### src/rtl/eps_pkg.sv
// Shared types for the EPROM programming sequencer.
// Assumes: nothing beyond IEEE 1800-2017.
package eps_pkg;

    typedef enum logic [2:0] {
        ST_IDLE   = 3'd0,
        ST_FETCH  = 3'd1,
        ST_PRECHK = 3'd2,
        ST_PULSE  = 3'd3,
        ST_VERIFY = 3'd4,
        ST_FREAD  = 3'd5,
        ST_ADV    = 3'd6,
        ST_END    = 3'd7
    } seq_state_t;

endpackage

### src/rtl/eps_timer.sv
// Down-counting interval timer. Loading N-1 makes `expired` rise
// after N cycles in the loaded state.
// Assumes: load and count do not conflict (load wins).
module eps_timer #(
    parameter int W = 8
) (
    input  logic         clk,
    input  logic         rst_n,
    input  logic         load,
    input  logic [W-1:0] load_val,
    output logic         expired
);
    logic [W-1:0] cnt;

    // Reload on request, otherwise count down to zero and hold there.
    always_ff @(posedge clk) begin
        if (!rst_n)          cnt <= '0;
        else if (load)       cnt <= load_val;
        else if (cnt != '0)  cnt <= cnt - 1'b1;
    end

    assign expired = (cnt == '0);
endmodule

### src/rtl/eps_byte_cmp.sv
// Compares a byte read back from the device with the target byte.
// `blocked` flags bits that would need a 0 -> 1 change, which
// programming cannot do.
// Assumes: an erased bit reads as one.
module eps_byte_cmp #(
    parameter int DW = 8
) (
    input  logic [DW-1:0] rd,
    input  logic [DW-1:0] tgt,
    output logic          match,
    output logic          blocked
);
    // Purely combinational compare.
    always_comb begin
        match   = (rd == tgt);
        blocked = |(tgt & ~rd);
    end
endmodule

### src/rtl/eprom_pgm_seq.sv
// Pulse-and-verify EPROM programming sequencer.
// Walks addresses upward. Each byte is prechecked, then pulsed and
// read back until it matches or the pulse cap is hit. A closing
// read pass runs at nominal supply.
// Assumes: src_data is valid in the same cycle as src_addr, and
// dev_rdata is valid READ_CYC cycles after a read strobe begins.
module eprom_pgm_seq #(
    parameter int ADDR_W     = 15,
    parameter int DATA_W     = 8,
    parameter int PULSE_CYC  = 12500,
    parameter int READ_CYC   = 2,
    parameter int MAX_PULSES = 25
) (
    input  logic              clk,
    input  logic              rst_n,
    input  logic              start,
    output logic              busy,
    output logic              done,
    output logic              fail,
    output logic [ADDR_W-1:0] fail_addr,
    output logic [ADDR_W-1:0] src_addr,
    input  logic [DATA_W-1:0] src_data,
    output logic [ADDR_W-1:0] dev_addr,
    output logic [DATA_W-1:0] dev_wdata,
    input  logic [DATA_W-1:0] dev_rdata,
    output logic              dev_oe_n,
    output logic              dev_ce_n,
    output logic              vpp_en,
    output logic              vcc_hi
);
    import eps_pkg::*;

    localparam int LONGEST = (PULSE_CYC > READ_CYC) ? PULSE_CYC : READ_CYC;
    localparam int TMR_W   = $clog2(LONGEST) + 1;
    localparam int PC_W    = $clog2(MAX_PULSES + 1);
    localparam logic [ADDR_W-1:0] LAST_ADDR = '1;
    localparam logic [TMR_W-1:0]  PULSE_LD  = TMR_W'(PULSE_CYC - 1);
    localparam logic [TMR_W-1:0]  READ_LD   = TMR_W'(READ_CYC - 1);
    localparam logic [PC_W-1:0]   PC_MAX    = PC_W'(MAX_PULSES);

    seq_state_t        st;
    logic              final_pass;
    logic [ADDR_W-1:0] addr;
    logic [DATA_W-1:0] tgt;
    logic [PC_W-1:0]   pcnt;
    logic              fail_q;
    logic [ADDR_W-1:0] fail_addr_q;
    logic              tmr_load;
    logic [TMR_W-1:0]  tmr_val;
    logic              tmr_exp;
    logic              byte_ok;
    logic              byte_blocked;

    eps_timer #(.W(TMR_W)) u_timer (
        .clk      (clk),
        .rst_n    (rst_n),
        .load     (tmr_load),
        .load_val (tmr_val),
        .expired  (tmr_exp)
    );

    eps_byte_cmp #(.DW(DATA_W)) u_cmp (
        .rd      (dev_rdata),
        .tgt     (tgt),
        .match   (byte_ok),
        .blocked (byte_blocked)
    );

    // Choose when the timer restarts and with which interval.
    always_comb begin
        tmr_load = 1'b0;
        tmr_val  = READ_LD;
        unique case (st)
            ST_FETCH:  tmr_load = 1'b1;
            ST_PRECHK: if (tmr_exp && !byte_blocked && !byte_ok) begin
                           tmr_load = 1'b1;
                           tmr_val  = PULSE_LD;
                       end
            ST_PULSE:  tmr_load = tmr_exp;
            ST_VERIFY: if (tmr_exp && !byte_ok && pcnt < PC_MAX) begin
                           tmr_load = 1'b1;
                           tmr_val  = PULSE_LD;
                       end
            default:   tmr_load = 1'b0;
        endcase
    end

    // Main sequencer: address walk, pulse count and failure capture.
    always_ff @(posedge clk) begin
        if (!rst_n) begin
            st          <= ST_IDLE;
            final_pass  <= 1'b0;
            addr        <= '0;
            tgt         <= '1;
            pcnt        <= '0;
            fail_q      <= 1'b0;
            fail_addr_q <= '0;
        end else begin
            unique case (st)
                ST_IDLE, ST_END: if (start) begin
                    st         <= ST_FETCH;
                    final_pass <= 1'b0;
                    addr       <= '0;
                    fail_q     <= 1'b0;
                end
                ST_FETCH: begin
                    tgt <= src_data;
                    st  <= final_pass ? ST_FREAD : ST_PRECHK;
                end
                ST_PRECHK: if (tmr_exp) begin
                    if (byte_blocked) begin
                        fail_q      <= 1'b1;
                        fail_addr_q <= addr;
                        st          <= ST_END;
                    end else if (byte_ok) begin
                        st <= ST_ADV;
                    end else begin
                        pcnt <= '0;
                        st   <= ST_PULSE;
                    end
                end
                ST_PULSE: if (tmr_exp) begin
                    pcnt <= pcnt + 1'b1;
                    st   <= ST_VERIFY;
                end
                ST_VERIFY: if (tmr_exp) begin
                    if (byte_ok) begin
                        st <= ST_ADV;
                    end else if (pcnt >= PC_MAX) begin
                        fail_q      <= 1'b1;
                        fail_addr_q <= addr;
                        st          <= ST_END;
                    end else begin
                        st <= ST_PULSE;
                    end
                end
                ST_FREAD: if (tmr_exp) begin
                    if (!byte_ok) begin
                        fail_q      <= 1'b1;
                        fail_addr_q <= addr;
                        st          <= ST_END;
                    end else begin
                        st <= ST_ADV;
                    end
                end
                ST_ADV: begin
                    if (addr == LAST_ADDR) begin
                        if (!final_pass) begin
                            final_pass <= 1'b1;
                            addr       <= '0;
                            st         <= ST_FETCH;
                        end else begin
                            st <= ST_END;
                        end
                    end else begin
                        addr <= addr + 1'b1;
                        st   <= ST_FETCH;
                    end
                end
                default: st <= ST_IDLE;
            endcase
        end
    end

    // Decode device strobes and handshake outputs from the state.
    always_comb begin
        busy      = (st != ST_IDLE) && (st != ST_END);
        done      = (st == ST_END);
        fail      = fail_q;
        fail_addr = fail_addr_q;
        vcc_hi    = busy && !final_pass;
        vpp_en    = busy && !final_pass;
        dev_ce_n  = !((st == ST_PULSE) || (st == ST_FREAD));
        dev_oe_n  = !((st == ST_PRECHK) || (st == ST_VERIFY) || (st == ST_FREAD));
        dev_addr  = addr;
        src_addr  = addr;
        dev_wdata = tgt;
    end

    // ---------------- assertions ----------------
    logic [TMR_W-1:0] chk_low;

    // Checker counter: length of the current chip-enable low stretch.
    always_ff @(posedge clk) begin
        if (!rst_n)         chk_low <= '0;
        else if (!dev_ce_n) chk_low <= chk_low + 1'b1;
        else                chk_low <= '0;
    end

    p_pulse_strobes_r1: assert property (@(posedge clk) disable iff (!rst_n)
        (!dev_ce_n && vpp_en) |-> (dev_oe_n && vcc_hi));

    p_pulse_width_r1: assert property (@(posedge clk) disable iff (!rst_n)
        ($rose(dev_ce_n) && $past(vpp_en)) |-> ($past(chk_low) == TMR_W'(PULSE_CYC - 1)));

    p_pulse_cap_r3: assert property (@(posedge clk) disable iff (!rst_n)
        (pcnt <= PC_MAX));

    p_nominal_read_r7: assert property (@(posedge clk) disable iff (!rst_n)
        (!dev_ce_n && !dev_oe_n) |-> (!vcc_hi && !vpp_en));

    p_addr_order_r6: assert property (@(posedge clk) disable iff (!rst_n)
        (vcc_hi && $past(vcc_hi)) |-> (dev_addr >= $past(dev_addr)));

    p_end_quiet_r9: assert property (@(posedge clk) disable iff (!rst_n)
        done |-> (!busy && !vcc_hi && !vpp_en && dev_ce_n && dev_oe_n));

endmodule

### config.mk
export PLATFORM = sky130hd
export DESIGN_NAME = eprom_pgm_seq
export DESIGN_NICKNAME = d
export VERILOG_FILES = /design/src/rtl/eps_pkg.sv /design/src/rtl/eps_timer.sv /design/src/rtl/eps_byte_cmp.sv /design/src/rtl/eprom_pgm_seq.sv
export SDC_FILE = /design/constraint.sdc
export NUM_CORES = 1
export LEC_CHECK = 0
export BUFFER_PORTS_ARGS = -buffer_cell sky130_fd_sc_hd__buf_2
export CAP_MARGIN = 15
export CORE_MARGIN = 4
export CORE_UTILIZATION = 45
export DETAILED_ROUTE_END_ITERATION = 16
export PLACE_DENSITY = 0.68
export SYNTH_ARGS = -nofsm -noshare
export SYNTH_HDL_FRONTEND = slang
export SYNTH_HIERARCHICAL = 1
export SYNTH_SLANG_ARGS = --single-unit
### constraint.sdc
create_clock -name clk -period 8.6 [get_ports clk]
set_input_delay 0.43 -clock clk [delete_from_list [all_inputs] [get_ports clk]]
set_output_delay 0.43 -clock clk [all_outputs]
set_load 0.01 [all_outputs]
==> metrics.csv <==
stage,metric,value,unit
run_status,status,finished clean,
global_routing,GR met2 Demand/Resource,27.9,%
worst_setup_path,CP peak stage delay,0.78,ns
power_and_ir_drop,sw frac,41.9,%
die,Die W,99.5,µm
timing,Fin Hold WS,0.294,ns
timing,Slew HR,36.3,%
timing,worst-margin pin slew,0.942,ns
routing,Detailed Route Iter0 Violations,133,
worst_setup_path,crit-path cells,inv_1 > ha_1 > or4b_2 > nor4_1 > buf_4 > nor4b_1 > nand3b_1 > inv_1 > nand3_1 > o21ai_0,
clock_tree,CTS Buf Count,9,
logic_synthesis,"flops & latches, synth",63,
logic_synthesis,"Distinct cells, synth",73,
clock_tree,cts hold-fix bufs,0,
logic_synthesis,Netlist Area Pre-Place,3760,µm²
timing,minimum clock period,3.70,ns
power_and_ir_drop,Leakage,1.74,nW
power_and_ir_drop,total power,1.14,mW
clock_tree,Bufs on Longest Clock Path,2,
logic_synthesis,Avg Inst Size Synth,8.42,µm²
finish,Util after Layout,51.5,%
run,maxcap violations,0,
global_routing,largest net degree at the start of global routing,56,
placement,placed cells,596,
finish,non-filler instance count after layout,611,
global_routing,remaining global-route overflow,0,
die,standard-cell rows,33,
logic_synthesis,top cell type's share of synthesized area,33.5,%
timing,setup TNS,0,ns
clock_tree,clock slew at reported path FFs,0.08,ns
finish,P&R area growth vs syn,11.8,%
timing,final period utilization,43.0,%
timing,Worst Skew,0.0118,ns
global_routing,GRT Total Usage,18.0,%
power_and_ir_drop,power density cells,271,nW/µm²
finish,# diodes,0,
logic_synthesis,YS warnings,6,
worst_setup_path,worst setup path class,flop to flop,
logic_synthesis,"EDFF count, synth",0,
clock_tree,H-tree depth,3,
global_routing,Most Crowded Layer GR,met2,
worst_hold_path,worst hold path class,input port to flop,
placement,Post-DP HPWL,6360,µm
die,Die Outline Area,9890,µm²
placement,area post-placement,4040,µm²
power_and_ir_drop,Worst VDD drop,0.147,mV
logic_synthesis,dominant cell type by area after synthesis,dfxtp_1,
worst_setup_path,Worst Path Arrival,3.90,ns
timing,final hold violation count,0,
worst_setup_path,crit start category,flop,
timing,endpoints failing setup,0,
routing,DR pass1 iterations,5,
global_routing,initial antenna violation count,0,
placement,Placer Congestion,0.908,
worst_setup_path,slowest CP cell,nor4b_1,
global_routing,vias in the first global route,3092,
die,Initial Utilization,46.1,%
routing,Final ANT Viol Nets,0,
placement,Buffers on Ports,78,
timing,RSZ-0062 raised after global routing,false,
routing,drt wl/cell,14.4,µm
worst_setup_path,Critical Path End Type,flop,
power_and_ir_drop,cell-internal power,664,µW
power_and_ir_drop,combinational share of power,42.5,%
global_routing,global-route wire length before repair,14600,µm
finish,Final Instance Area,4210,µm²
logic_synthesis,sequential share of the synthesized area,33.5,%
timing,Pins Over Slew Limit,0,
placement,pre-CTS setup slack,4.95,ns
routing,via count,3338,
finish,final net count,533,
clock_tree,CTS tree,done,
worst_setup_path,WP buf/inv,3,
die,core area,8180,µm²
clock_tree,Clock Latency Late Sink,0.34,ns
worst_setup_path,top cell family by delay on the critical path,simple AND/OR/NAND/NOR gates,
finish,Fillers,814,
routing,Post-Route WL,8800,µm
clock_tree,Resized cells post-CTS,0,
power_and_ir_drop,Reg power frac,37.5,%
routing,Via-to-Cell Ratio,5.46,
clock_tree,Post-CTS Setup Bufs,0,
finish,multi-input combinational cell area,2150,µm²
timing,Achievable Freq,270,MHz
clock_tree,Root Driver,clkbuf_8,
die,num ports,79,
routing,DRC,0,
global_routing,M1 GR Usage,24.2,%
finish,layout cell share with drive strength beyond 1,23.5,%
clock_tree,clock sink count,63,
logic_synthesis,Synth async-reset ratio,0,%
finish,area occupied by registers,1260,µm²
die,Die Ht,99.5,µm
power_and_ir_drop,switching pwr,479,µW
logic_synthesis,most used flip-flop cell after synthesis,dfxtp_1,
worst_setup_path,R2R Setup Slk,4.90,ns
worst_setup_path,Most common cell on crit path,inv_1,
worst_setup_path,Crit Path Max Fanout,11,
timing,setup ws final,4.90,ns
power_and_ir_drop,Clk pwr share,20.1,%
worst_setup_path,"Req. time, crit path",8.80,ns
logic_synthesis,Syn Inst Count,447,
global_routing,met3 usage,3.72,%
logic_synthesis,top post-synthesis cells by area,"dfxtp_1 (33%), nand2_1 (7.7%), mux2i_1 (4.5%)",
[power groups by stage]
stage | Clock [mW] | Sequential [mW] | Combinational, mW
global route | 0.251 | 0.440 | 0.539
finish | 0.229 | 0.428 | 0.485
detailed placement | 0 | 0.432 | 0.483
floorplan | 0 | 0.405 | 0.417
CTS | 0.236 | 0.426 | 0.487
global placement | 0 | 0.428 | 0.477
[per-layer routing]
layer	part of all wire (%)	wire, µm
met5	0	0
met2	45	3940
met3	6.6	582
met4	1.3	115
met1	47	4160
[state kept, by name (all words and copies together) (netlist names)]
name         cells
dev_addr        15
final_pass       1
st               3
u_timer/cnt     15
pcnt             5
fail_addr       15
fail             1
dev_wdata        8
[cell usage after synthesis, drive strengths merged (2+ instances only)]
cell and instances:
a211oi 2, a21boi 2, a21oi 6, a22oi 3, a2bb2oi 2, a31oi 9
a41oi 2, and2 6, and3 9, and3b 2, and4 4, buf 31
clkbuf 11, conb 2, dfxtp 63, ha 12, inv 25, mux2i 18
nand2 78, nand2b 4, nand3 21, nand3b 3, nand4 14, nor2 19
nor2b 4, nor3 10, nor3b 2, nor4 10, nor4b 2, o211ai 3
o21ai 16, o221ai 3, o22ai 4, o2bb2ai 2, o311ai 3, o31a 2
or2 2, or3 2, or4 3, xnor2 13, xor2 6
[worst reg2reg max path: stages (launching register included)]
cell      delay [ns]
dfxtp_1         0.35
inv_1           0.09
ha_1            0.21
or4b_2          0.68
nor4_1          0.30
buf_4           0.22
nor4b_1         0.78
nand3b_1        0.31
inv_1           0.15
nand3_1         0.34
o21ai_0         0.15
[final timing paths]
check / cells after the start / from / endpoint
hold / removal: 3 / src_data[5] / dev_wdata[5]
hold reg to reg: 2 / fail_addr[14] / fail_addr[14]
setup / recovery: 10 / u_timer/cnt[0] / u_timer/cnt[13]
setup reg to reg: 10 / u_timer/cnt[0] / u_timer/cnt[13]
[kinds of logic (layout without fill, tap and decap cells)]
| kind of cell | after synthesis | in the layout | synth area share, % |
|---|---|---|---|
| AO/OA/AOI/OAI | 68 | 68 | 14.7 |
| XOR/XNOR | 19 | 19 | 4.42 |
| adder cells (fa/ha/maj) | 12 | 12 | 3.99 |
| buffers and inverters | 67 | 119 | 10.1 |
| flip-flops | 63 | 63 | 33.5 |
| multiplexers | 19 | 19 | 5.42 |
| other | 2 | 9 | 0.199 |
| AND/OR/NAND/NOR | 197 | 197 | 27.7 |
[area by class of cell]
class,count,share of cell area (%)
clock buffer,10,3.27
clock inverter,5,0.833
multi-input combinational,324,51.1
sequential,63,30.0
timing repair buffer,79,9.46
tap,105,3.12
inverter,25,2.23
[layout by cell type (no fill, tap or decap), types with 4 or more instances in the layout]
| cell type | count |
|---|---|
| a21oi_1 | 5 |
| a31oi_1 | 8 |
| and2_1 | 5 |
| and3_1 | 9 |
| and4_1 | 4 |
| buf_2 | 78 |
| clkbuf_8 | 10 |
| clkinvlp_4 | 4 |
| conb_1 | 9 |
| dfxtp_1 | 63 |
| ha_1 | 12 |
| inv_1 | 25 |
| mux2i_1 | 17 |
| nand2_1 | 77 |
| nand2b_1 | 4 |
| nand3_1 | 21 |
| nand4_1 | 14 |
| nor2_1 | 19 |
| nor2b_1 | 4 |
| nor3_1 | 9 |
| nor4_1 | 6 |
| o21ai_0 | 13 |
| xnor2_1 | 13 |
| xor2_1 | 6 |
Power figures use the tool's default switching activity.
